File: config.mk
export PLATFORM = sky130hd
export DESIGN_NAME = sar_bus_ctrl
export DESIGN_NICKNAME = d
export VERILOG_FILES = /design/src/rtl/sar_pkg.sv /design/src/rtl/sar_sync.sv /design/src/rtl/sar_search.sv /design/src/rtl/sar_irq.sv /design/src/rtl/sar_bus_ctrl.sv
export SDC_FILE = /design/constraint.sdc
export NUM_CORES = 1
export LEC_CHECK = 0
export CAP_MARGIN = 20
export CORE_MARGIN = 5
export CORE_UTILIZATION = 55
export DETAILED_ROUTE_END_ITERATION = 12
export PLACE_DENSITY = 0.78
export SLEW_MARGIN = 10
export SYNTH_ARGS = -nofsm -noshare
export SYNTH_HDL_FRONTEND = slang
export SYNTH_SLANG_ARGS = --single-unit
File: constraint.sdc
create_clock -name clk -period 1.82 [get_ports clk]
set_input_delay 0.182 -clock clk [delete_from_list [all_inputs] [get_ports clk]]
set_output_delay 0.182 -clock clk [all_outputs]
set_load 0.05 [all_outputs]
File: src/rtl/sar_pkg.sv
package sar_pkg;
    typedef enum logic [1:0] {
        ST_IDLE   = 2'd0,
        ST_ALIGN  = 2'd1,
        ST_SEARCH = 2'd2
    } conv_state_e;
endpackage

File: src/rtl/sar_sync.sv
module sar_sync #(
    parameter int WIDTH  = 3,
    parameter int STAGES = 2,
    parameter logic [WIDTH-1:0] RST_VAL = '1
) (
    input  logic             clk,
    input  logic             rst_n,
    input  logic [WIDTH-1:0] async_in,
    output logic [WIDTH-1:0] sync_out
);
    localparam int CHAIN_W = STAGES * WIDTH;

    logic [CHAIN_W-1:0] chain_d, chain_q;

    for (genvar g = 0; g < STAGES; g++) begin : g_stage
        if (g == 0) begin : g_first
            assign chain_d[WIDTH-1:0] = async_in;
        end else begin : g_next
            assign chain_d[g*WIDTH +: WIDTH] = chain_q[(g-1)*WIDTH +: WIDTH];
        end
    end

    always_ff @(posedge clk or negedge rst_n) begin
        if (!rst_n) chain_q <= {STAGES{RST_VAL}};
        else        chain_q <= chain_d;
    end

    assign sync_out = chain_q[CHAIN_W-1 -: WIDTH];
endmodule

File: src/rtl/sar_search.sv
module sar_search
    import sar_pkg::*;
#(
    parameter int DATA_W    = 8,
    parameter int ALIGN_CYC = 2,
    parameter int BIT_CYC   = 8
) (
    input  logic              clk,
    input  logic              rst_n,
    input  logic              hold,
    input  logic              start,
    input  logic              cmp_in,
    output logic [DATA_W-1:0] trial,
    output logic [DATA_W-1:0] result,
    output logic              busy,
    output logic              done
);
    localparam int ALN_W = $clog2(ALIGN_CYC + 1);
    localparam int SUB_W = $clog2(BIT_CYC + 1);
    localparam logic [ALN_W-1:0]  ALN_LAST = ALN_W'(ALIGN_CYC - 1);
    localparam logic [SUB_W-1:0]  SUB_LAST = SUB_W'(BIT_CYC - 1);
    localparam logic [DATA_W-1:0] TOP_BIT  = {1'b1, {(DATA_W-1){1'b0}}};

    typedef struct packed {
        conv_state_e       st;
        logic [ALN_W-1:0]  aln;
        logic [SUB_W-1:0]  sub;
        logic [DATA_W-1:0] mask;
        logic [DATA_W-1:0] acc;
        logic [DATA_W-1:0] result;
    } srch_t;

    srch_t s_d, s_q;
    logic  done_w;

    always_comb begin
        s_d    = s_q;
        done_w = 1'b0;
        unique case (s_q.st)
            ST_IDLE: begin
                if (start) begin
                    s_d.st  = ST_ALIGN;
                    s_d.aln = '0;
                end
            end
            ST_ALIGN: begin
                if (s_q.aln == ALN_LAST) begin
                    s_d.st   = ST_SEARCH;
                    s_d.sub  = '0;
                    s_d.acc  = '0;
                    s_d.mask = TOP_BIT;
                end else begin
                    s_d.aln = s_q.aln + 1'b1;
                end
            end
            ST_SEARCH: begin
                if (s_q.sub == SUB_LAST) begin
                    s_d.sub  = '0;
                    s_d.mask = s_q.mask >> 1;
                    if (cmp_in) s_d.acc = s_q.acc | s_q.mask;
                    if (s_q.mask[0]) begin
                        done_w     = 1'b1;
                        s_d.st     = ST_IDLE;
                        s_d.result = cmp_in ? (s_q.acc | s_q.mask) : s_q.acc;
                    end
                end else begin
                    s_d.sub = s_q.sub + 1'b1;
                end
            end
            default: s_d.st = ST_IDLE;
        endcase
        if (hold) begin
            s_d.st   = ST_IDLE;
            s_d.mask = '0;
            s_d.acc  = '0;
            s_d.sub  = '0;
            s_d.aln  = '0;
            s_d.result = s_q.result;
            done_w   = 1'b0;
        end
    end

    always_ff @(posedge clk or negedge rst_n) begin
        if (!rst_n) begin
            s_q    <= '0;
            s_q.st <= ST_IDLE;
        end else begin
            s_q <= s_d;
        end
    end

    assign trial  = s_q.acc | s_q.mask;
    assign result = s_q.result;
    assign busy   = (s_q.st != ST_IDLE);
    assign done   = done_w;

    // a held write leaves the search idle on the next cycle
    a_r2_hold_idles: assert property (@(posedge clk) disable iff (!rst_n)
        hold |=> !busy);

    // exactly one trial bit is live throughout the search
    a_r4_single_trial: assert property (@(posedge clk) disable iff (!rst_n)
        (s_q.st == ST_SEARCH) |-> ($countones(s_q.mask) == 1));

    // result register moves only on completion
    a_r5_result_frozen: assert property (@(posedge clk) disable iff (!rst_n)
        !done_w |=> $stable(s_q.result));
endmodule

File: src/rtl/sar_irq.sv
module sar_irq #(
    parameter int RD_GUARD = 8
) (
    input  logic clk,
    input  logic rst_n,
    input  logic hold,
    input  logic done,
    input  logic rd_evt,
    output logic irq
);
    localparam int AGE_W = $clog2(RD_GUARD + 1);
    localparam logic [AGE_W-1:0] AGE_MAX = AGE_W'(RD_GUARD);

    typedef struct packed {
        logic             active;
        logic [AGE_W-1:0] age;
    } irq_t;

    irq_t i_d, i_q;

    always_comb begin
        i_d = i_q;
        if (i_q.active && i_q.age != AGE_MAX) i_d.age = i_q.age + 1'b1;
        if (hold) begin
            i_d.active = 1'b0;
        end else if (done) begin
            i_d.active = 1'b1;
            i_d.age    = '0;
        end else if (rd_evt && i_q.age == AGE_MAX) begin
            i_d.active = 1'b0;
        end
    end

    always_ff @(posedge clk or negedge rst_n) begin
        if (!rst_n) i_q <= '0;
        else        i_q <= i_d;
    end

    assign irq = i_q.active;

    // a write access withdraws the interrupt
    a_r7_write_clears: assert property (@(posedge clk) disable iff (!rst_n)
        hold |=> !irq);

    // completion raises the interrupt
    a_r3_done_raises: assert property (@(posedge clk) disable iff (!rst_n)
        (done && !hold) |=> irq);

    // inside the guard window only a write can clear
    a_r8_guard_window: assert property (@(posedge clk) disable iff (!rst_n)
        (irq && i_q.age != AGE_MAX && !hold) |=> irq);
endmodule

File: src/rtl/sar_bus_ctrl.sv
module sar_bus_ctrl #(
    parameter int DATA_W      = 8,
    parameter int SYNC_STAGES = 2,
    parameter int ALIGN_CYC   = 2,
    parameter int BIT_CYC     = 8,
    parameter int RD_GUARD    = 8
) (
    input  logic              clk,
    input  logic              rst_n,
    input  logic              cs_n,
    input  logic              wr_n,
    input  logic              rd_n,
    input  logic              cmp_in,
    output logic [DATA_W-1:0] trial_code,
    output logic [DATA_W-1:0] data_out,
    output logic              data_oe,
    output logic              intr_n
);
    localparam int STROBES = 3;

    typedef struct packed {
        logic wr_sel;
        logic rd_sel;
    } edge_t;

    logic [STROBES-1:0] strobe_s;
    logic               cs_s, wr_s, rd_s;
    logic               sel_wr, sel_rd, start_w, rd_evt_w;
    logic               busy, done, irq;
    logic [DATA_W-1:0]  result;
    edge_t              e_d, e_q;

    sar_sync #(
        .WIDTH   (STROBES),
        .STAGES  (SYNC_STAGES),
        .RST_VAL ('1)
    ) i_sync (
        .clk      (clk),
        .rst_n    (rst_n),
        .async_in ({cs_n, wr_n, rd_n}),
        .sync_out (strobe_s)
    );

    assign {cs_s, wr_s, rd_s} = strobe_s;

    always_comb begin
        sel_wr     = !cs_s && !wr_s;
        sel_rd     = !cs_s && !rd_s;
        e_d.wr_sel = sel_wr;
        e_d.rd_sel = sel_rd;
        start_w    = e_q.wr_sel && !sel_wr;
        rd_evt_w   = sel_rd && !e_q.rd_sel;
    end

    always_ff @(posedge clk or negedge rst_n) begin
        if (!rst_n) e_q <= '0;
        else        e_q <= e_d;
    end

    sar_search #(
        .DATA_W    (DATA_W),
        .ALIGN_CYC (ALIGN_CYC),
        .BIT_CYC   (BIT_CYC)
    ) i_search (
        .clk    (clk),
        .rst_n  (rst_n),
        .hold   (sel_wr),
        .start  (start_w),
        .cmp_in (cmp_in),
        .trial  (trial_code),
        .result (result),
        .busy   (busy),
        .done   (done)
    );

    sar_irq #(
        .RD_GUARD (RD_GUARD)
    ) i_irq (
        .clk    (clk),
        .rst_n  (rst_n),
        .hold   (sel_wr),
        .done   (done),
        .rd_evt (rd_evt_w),
        .irq    (irq)
    );

    assign data_oe  = !cs_n && !rd_n;
    assign data_out = data_oe ? result : '0;
    assign intr_n   = !irq;

    // a sustained read sees a steady value unless a result lands
    a_r6_read_steady: assert property (@(posedge clk) disable iff (!rst_n)
        (data_oe && $past(data_oe) && !$past(done)) |-> $stable(data_out));

    // a deselected device never launches a search
    a_r10_no_start_deselected: assert property (@(posedge clk) disable iff (!rst_n)
        (cs_s && $past(cs_s)) |-> !start_w);

    // the interrupt is never pending while a search runs
    a_r9_idle_when_pending: assert property (@(posedge clk) disable iff (!rst_n)
        busy |-> !irq);
endmodule

# == Yosys cells after proc, flatten, opt, wreduce, memory -nomap -nowiden ==
# Cells that the tools add are included.
# word_totals
regBits,45
input_bits,6
output_inout_bits,18
word_cells,77
# op_classes
addsub,3
n_eq_ne,11
muxes,26
bitwise_logic,2
n_reduce_logical,24
# op_table
cell,count
$pmux W20 S2,1
$mux W32,1
$mux W8,4
$mux W24,1
$mux W20,1
$mux W4,5
$ne A3 B1 Y1 const B,4
$reduce_bool A3 Y1,3
$add A4 B1 Y4 const B,2
$logic_not A1 Y1,8
$mux W2,4
$or A8 B8 Y8,1
$reduce_and A4 Y1,2
$logic_and A1 B1 Y1,7
$mux W1,7
$pmux W2 S3,1
$reduce_and A3 Y1,2
$eq A2 B1 Y1 const B,2
$eq A4 B3 Y1 const B,1
$eq A4 B4 Y1 const B,1
$ne A4 B4 Y1 const B,1
$pmux W2 S2,1
$ne A3 B2 Y1 const B,1
$add A2 B1 Y2 const B,1
4 further kinds,4

# == Logic depth before layout (Yosys ltp) ==
# Gate-level depths: netlist of run 1.
# logic_depth
depth_word,7
mapped_depth,7
depth_no_buf,6

# == By module ==
# From an unflattened synthesis of run 1, not the netlist that was laid out.
# unflattened
hier_cells,204
hier_area_um2,2218.4
# by_module_without_submodules
mod,n_inst,cells_per_inst,area_each_um2,seq_area_each_um2
sar_search,1,148,1569.0,800.8
sar_irq,1,29,269.0,125.1
sar_bus_ctrl,1,18,200.2,50.0
sar_sync,1,9,180.2,157.7

# == Least setup slack after synthesis of run 1 ==
# Ideal clock, no wire load.
# synth_timing
path_type,input -> output
from,in cs_n
to,out data_out[0]
t_arrival_ns,1.538
t_required_ns,1.638
slack_ns,0.100
path_stages,2
n_path_buf,0
path_cell_list,nor2_1 -> and2_1
# synth_via
elab_chain_cells,3
# synth_rtl
item,line_no,text
"start, declared",sar_bus_ctrl.sv:10,"input logic cs_n,"
$logic_not A1 Y1,sar_bus_ctrl.sv:87,assign data_oe = !cs_n && !rd_n;
$logic_and A1 B1 Y1,sar_bus_ctrl.sv:87,
$mux W8,sar_bus_ctrl.sv:88,assign data_out = data_oe ? result : '0;
"end, declared",sar_bus_ctrl.sv:15,"output logic [DATA_W-1:0] data_out,"
# No other way between the ends.

# == Worst setup path in the final report of run 1 ==
# layout_timing
from,reg i_search.s_q[31] (netlist name)
to,reg i_search.s_q[10] (netlist name)
# layout_via
elab_chain_cells,3
# layout_rtl
item,line_no,text
"start, declared",sar_search.sv:33,"srch_t s_d, s_q;"
$eq A2 B2 Y1 or $eq A2 B1 Y1 (tied branches),sar_search.sv:39,unique case (s_q.st)
"$ne A3 B1 Y1 (no line), or another cell as far along",n/a,
$reduce_and A3 Y1 (no line) or $mux W32 (tied branches),n/a,
# Several ways; a longest one is shown, not always the timed one.
# A chain may end at the register's enable or synchronous reset.

==> impl_results.md, run 1 <==
* Die ar. at 0.00533 mm^2
* Pwr dens at 951 mW/mm^2
* CP Data Arrival Time at 1.91 ns
* First-pass GRT wire length at between 7000 and 8000 um
* Sink Count at 45
* GR Overflow Total at 0
* Most frequent cells in the layout: dfrtp_1, nand2_1, nand3_1, a21oi_1, nor2_1
* Syn Nets at 237
* Synth Area in Compound Gates at 0.143
* Largest net degree at the start of global routing at 46
* Multi-input gate area at 981 um^2
* FP Rows at 22
* P_sw at approximately 0.00092 W
* Worst path bufs/invs at 2
* Worst-path maximum fanout at 6
* Switching share of power at 0.355
* Most common cell after layout, fill and taps aside: dfrtp_1
* Post-Synth Simple-Gate Area at 0.244
* Static leakage at 1.25 nW
* Mapped Area at approximately 0.0022 mm^2
* Final slew viol count at 0
* Crit-path cells: inv_1, ha_1, nor2b_2, nor4_4, buf_4, a21oi_1, nor2_1
* RSZ-0062 raised after global routing: no
* Core area at roughly 0.0037 mm^2
* Max IR drop VDD at 0.603 mV
* Yosys reg bits at between 40 and 50
* TritonCTS Buffers at 5
* Fin. Hold Viols at 0
* Clk buf depth at 2
* Synth warn at 0
* Worst Tran Pin Value at 0.493 ns
* Mean Syn Cell Area at about 10 um^2
* CTS tree: done
* Max-cap viol count at 0
* Ant diodes at 0
* XOR/XNOR share of the synthesized area at 0.00803
* DRT antenna net count at 0
* Root Driver: clkbuf_8
* Cell variety after synth at 42
* Nets at roughly 270
* Chip Height at roughly 73 um
* PnR Total Power at 0.00259 W
* Avg WL per Cell at 14.8 um
* Top Ports at 24
* Minimum clock period at 1.74 ns
* Post-layout util at 0.726
* Port bufs at 23
* Max Freq at about 570 MHz
* Die X at roughly 73 um
* DRT iter0 DRCs at 152
* Comb pwr share at 0.350
* Post-place setup slack at around 0.095 ns
* Register area at 0.00113 mm^2
* GPL Wtd Cong at 0.798
* Clk pwr share at 0.225
* DRC violations left at 0
* Slew headroom at 0.673
* Routed wire length at 4590 um
* Mux share of post-synthesis cell area at 0.00516
* Vias/cell at between 5 and 6
* Crit path max-delay family: simple AND/OR/NAND/NOR gates
* Hold crit path type: input port to flop
* Synth Flop Type: dfrtp_1
* Routed vias at 1730
* Area delta synth->final at 24.6%
* Total Routing Usage GR at 0.189
* Int Pwr at 0.00167 W
* Period utilization at 0.956
* Critical path's largest stage delay at 0.41 ns
* HPWL Detailed at 3370 um
* Fin Setup TNS at 0 ns
* Layout Skew at 0.00801 ns
* Initial antenna violation count at 0
* Worst-Skew Late Latency at roughly 0.3 ns
* Vias in the first global route at around 1.6k
* EDFF count, synth at 0
* CP Capture Type: flop
* Cells after Synth at 224
* Ys async rst share at 1.00
* Initial Utilization at 0.583
* Type of the worst setup path: flop to flop
* CP max-delay cell: dfrtp_1
* Fillers at 271
* Worst EP required at roughly 2 ns
* Setup Viol. Count Final at 0
* Reg power frac at 0.425
* Post-CTS setup repair buffer count at 0
* Setup slack after layout at a little over 0.08 ns
* Number of H-tree levels at 2
* First-pass DRT Iterations at 4
* Register area share after synthesis at 0.519
* Largest family of logic cells by synthesized area: simple AND/OR/NAND/NOR gates
* Adder-cell area share of the yosys netlist at 0.0401
* Worst-path clk slew at 0.08 ns
* Critical path launch point type: flop
* Status: finished, final reports clean
* Layout cells sized above 1 at 0.218
cell type report:
class / instances / share of cell area
Clock buffer: 8 / 0.0295
Sequential cell: 45 / 0.417
Tap cell: 48 / 0.0221
Multi-Input combinational cell: 160 / 0.361
Timing Repair Buffer: 38 / 0.157
Inverter: 10 / 0.0138
registers in the layout (all words and copies together), names as in the netlist:
signal	cells
i_search.s_q	24
i_search.result	8
i_sync.chain_q	6
i_irq.i_q	4
e_q	2
i_irq.irq	1
power by group through the flow:
stage | combinational, W | sequential (W) | clock [W]
finish | 0.000904 | 0.00110 | 0.000582
detailed placement | 0.000878 | 0.00112 | 0
global placement | 0.000859 | 0.00112 | 0
global route | 0.000991 | 0.00111 | 0.000643
CTS | 0.000884 | 0.00110 | 0.000599
floorplan | 0.000600 | 0.00111 | 0
Yosys cell counts, types with 2 or more instances:
cell type	n	share of area
dfrtp_1	39	0.45
nand2_1	24	0.041
a21oi_1	21	0.048
nand3_1	21	0.048
nor2_1	18	0.031
o21ai_0	12	0.028
and2_1	9	0.026
inv_1	9	0.015
or2_2	9	0.026
a31oi_1	8	0.023
ha_1	7	0.040
dfstp_2	6	0.072
buf_2	5	0.011
nor3_1	3	0.0069
clkbuf_1	2	0.0034
nand2b_1	2	0.0057
nand4_1	2	0.0057
nor2b_1	2	0.0057
o31ai_1	2	0.0069
cells by family after synthesis:
family,count (synthesis)
buffers and inverters,19
AND/OR/NAND/NOR,99
flip-flops,45
multiplexers,1
XOR/XNOR,2
AO/OA/AOI/OAI,51
adder cells (fa/ha/maj),7
worst paths after layout:
kind / to / slack, ns / from / cells after the start
setup / recovery: i_search.s_q[10] / 0.08 / i_search.s_q[31] / 7
hold / removal: i_sync.chain_q[1] / 0.28 / wr_n / 1
setup reg to reg: i_search.s_q[10] / 0.08 / i_search.s_q[31] / 7
hold reg to reg: i_sync.chain_q[4] / 0.36 / i_sync.chain_q[1] / 0
max in group asynchronous: i_sync.chain_q[2] / 1.17 / rst_n / 3
min in group asynchronous: i_irq.i_q[3] / 0.39 / rst_n / 3
layer usage:
metal / track usage / routed length [um]
met5: 0 / 0
met1: 0.264 / 2150
met2: 0.275 / 2090
met4: 0.0697 / 93
met3: 0.0579 / 249
stage by stage:
stage          cell area, um^2  std cells  hold slack (ns)
2_1_floorplan             2180        224           -0.114
6_report                  2720        309            0.282
5_1_grt                   2720        309            0.298
4_1_cts                   2700        309            0.284
3_5_place_dp              2620        300            0.182
3_3_place_gp              2620        300            0.177
worst register-to-register path, stage by stage (launching register included):
cell	delay [ns]
dfrtp_1	0.41
inv_1	0.09
ha_1	0.26
nor2b_2	0.40
nor4_4	0.08
buf_4	0.15
a21oi_1	0.17
nor2_1	0.06
timing repair:
item / in CTS / in global routing
hold endpoints to repair: 39 / 0
setup endpoints to repair: 5 / 16
resized for setup: 5 / 3
pin swaps: 0 / 0
hold buffers: 1 / 0
Note: power is estimated with default switching activity, not from simulation.
==> run 2: changes to the inputs <==
--- a/config.mk
+++ b/config.mk
@@ -9,8 +9,9 @@
 export CORE_MARGIN = 5
 export CORE_UTILIZATION = 55
 export DETAILED_ROUTE_END_ITERATION = 12
+export GPL_TIMING_DRIVEN = 0
 export PLACE_DENSITY = 0.78
-export SLEW_MARGIN = 10
+export SLEW_MARGIN = 20
 export SYNTH_ARGS = -nofsm -noshare
 export SYNTH_HDL_FRONTEND = slang
 export SYNTH_SLANG_ARGS = --single-unit
==> run 2 against run 1 <==
Net effect:
- clock power up 10%
- global-route usage is 1.1 points lower
- non-clock buffer count down 3
- power up 1.2%
- combinational power fell by 3.0%
- sequential power hardly changed
- largest power group unchanged
==> impl_results.md, run 2 (synthesized netlist as in run 1, its figures left out) <==
* GR Overflow Total at 0
* HPWL Detailed at 3160 um
* Setup Viol. Count Final at 0
* P_sw at 0.000955 W
* Reg power frac at 0.420
* Worst-path maximum fanout at 10
* Switching share of power at 0.365
* Worst-path clk slew at 0.09 ns
* Initial antenna violation count at 0
* Final slew viol count at 0
* CTS tree: done
* Slew headroom at 0.665
* Post-placement cell count at 295
* Core area at 0.00374 mm^2
* Vias in the first global route at between 1.5k and 2k
* Chip Height at 73.0 um
* Design area at 0.00264 mm^2
* Vias/cell at 5.50
* Total Routing Usage GR at 0.178
* Die X at between 70 and 80 um
* Max FFs per register at 24
* Worst-Skew Late Latency at 0.30 ns
* Type of the worst setup path: flop to flop
* DRC violations left at 0
* Critical path origin: i_sync.chain_q[5]
* Avg WL per Cell at 14.2 um
* Top Ports at 24
* Int Pwr at about 0.0017 W
* Fillers at 297
* Clk pwr share at 0.245
* Minimum clock period at between 1.5 and 2 ns
* Register area at 0.00113 mm^2
* First-pass DRT Iterations at 4
* Fin. Hold Viols at 0
* DRT iter0 DRCs at between 100 and 150
* First-pass GRT wire length at 7340 um
* Most common cell after layout, fill and taps aside: dfrtp_1
* Routed vias at 1683
* Initial Utilization at 0.583
* Worst flop-to-flop path startpoint: i_sync.chain_q[5]
* Worst EP required at roughly 2.0 ns
* Area delta synth->final at 21.2%
* Top reg by flops: i_search.s_q
* Routed wire length at 4340 um
* Worst r2r path cells at 5
* Multi-input gate area at 1000 um^2
* TritonCTS Buffers at 5
* FP Rows at 22
* Comb pwr share at 0.335
* Placed inst area at approximately 0.0025 mm^2
* Sink Count at 45
* Largest net degree at the start of global routing at 32
* CP Data Arrival Time at 1.92 ns
* Layout Skew at 0.00803 ns
* Status: finished, final reports clean
* Min-Delay Path Depth at 1
* Hold crit path type: input port to flop
* GPL Wtd Cong at 0.822
* Layout cells sized above 1 at 0.225
* Worst Tran Pin Value at 0.501 ns
* Hold path startpoint: wr_n
* Pwr dens at roughly 1000 mW/mm^2
* Static leakage at around 1.2 nW
* Most frequent cells in the layout: dfrtp_1, nand2_1, nand3_1, a21oi_1, nor2_1
* Period utilization at 0.931
* Die ar. at 0.00533 mm^2
* Number of H-tree levels at 2
* Hold Worst Slack at 0.287 ns
* Clk buf depth at 2
* Max Freq at 590 MHz
* Max-cap viol count at 0
* Ant diodes at 0
* Root Driver: clkbuf_8
* Nets at 270
* PnR Total Power at 0.00262 W
* CP Capture Type: flop
* RSZ-0062 raised after global routing: no
* Max IR drop VDD at about 0.70 mV
* Port bufs at 22
* DRT antenna net count at 0
* Post-layout util at 0.706
* Critical path launch point type: flop
* Non-filler cells, final at 306
-- run 2: changes by cell type in the layout (fill, tap and decap cells not counted), moves of 3 or more --
cell             delta
buf_2               +3
clkdlybuf4s15_2     +8
buf_12              -9
buf_4              -15
dlygate4sd2_1       +4
-- run 2: per-stage QoR --
| stage | setup WS (ns) | TNS [ns] |
|---|---|---|
| 2_1_floorplan | 0.100 | 0 |
| 3_3_place_gp | -0.601 | -27.23 |
| 3_5_place_dp | -0.337 | -2.85 |
| 4_1_cts | 0.00676 | 0 |
| 5_1_grt | 0.0121 | 0 |
| 6_report | 0.125 | 0 |
-- run 2: final timing paths --
kind	slack (ns)	endpoint
worst max-delay path	0.13	i_search.s_q[21]
worst min-delay path	0.29	i_sync.chain_q[1]
worst max register to register	0.13	i_search.s_q[21]
worst min register to register	0.36	i_sync.chain_q[5]
max in group asynchronous	0.96	i_sync.chain_q[3]
min in group asynchronous	0.31	i_search.s_q[28]
-- run 2: area by class of cell --
class,instances,share of cell area
multi-input cells,160,0.378
clock inverters,2,0.00521
flip-flops and latches,45,0.429
repair buffers,26,0.0989
inverters,10,0.0142
plain buffers,9,0.0208
well taps,48,0.0227
clock buffers,6,0.0312
-- run 2: worst max-delay path, stage by stage (launching register included) --
cell and delay [ns]:
dfstp_2 0.55, or2_2 0.10, buf_2 0.20, clkinv_1 0.30, buf_2 0.30, a31oi_1 0.16
-- run 2: power groups by stage --
| stage | registers (W) | logic, W | clock network, W |
|---|---|---|---|
| after floorplan | 0.00111 | 0.000600 | 0 |
| after global placement | 0.00112 | 0.000785 | 0 |
| after detailed placement | 0.00112 | 0.000803 | 0 |
| after CTS | 0.00110 | 0.000802 | 0.000655 |
| after global routing | 0.00110 | 0.000970 | 0.000702 |
| final | 0.00110 | 0.000877 | 0.000642 |
-- run 2: repair_timing --
| action | CTS | global route |
|---|---|---|
| endpoints found under the hold margin | 14 | 0 |
| endpoints found under the setup margin | 18 | 32 |
| resized for setup | 33 | 15 |
| pin swaps | 1 | 1 |
| buffers inserted | 2 | 0 |
| hold buffers | 1 | 0 |
-- run 2: routing by layer --
metal	vias up	global-route usage	share of wire	wire length (um)
met1	796	0.257	0.46	2010
met3	6	0.0331	0.049	211
met4	0	0.0553	0.0087	38
met2	36	0.271	0.48	2080
li1	845	-	-	-
met5	-	0	0	0
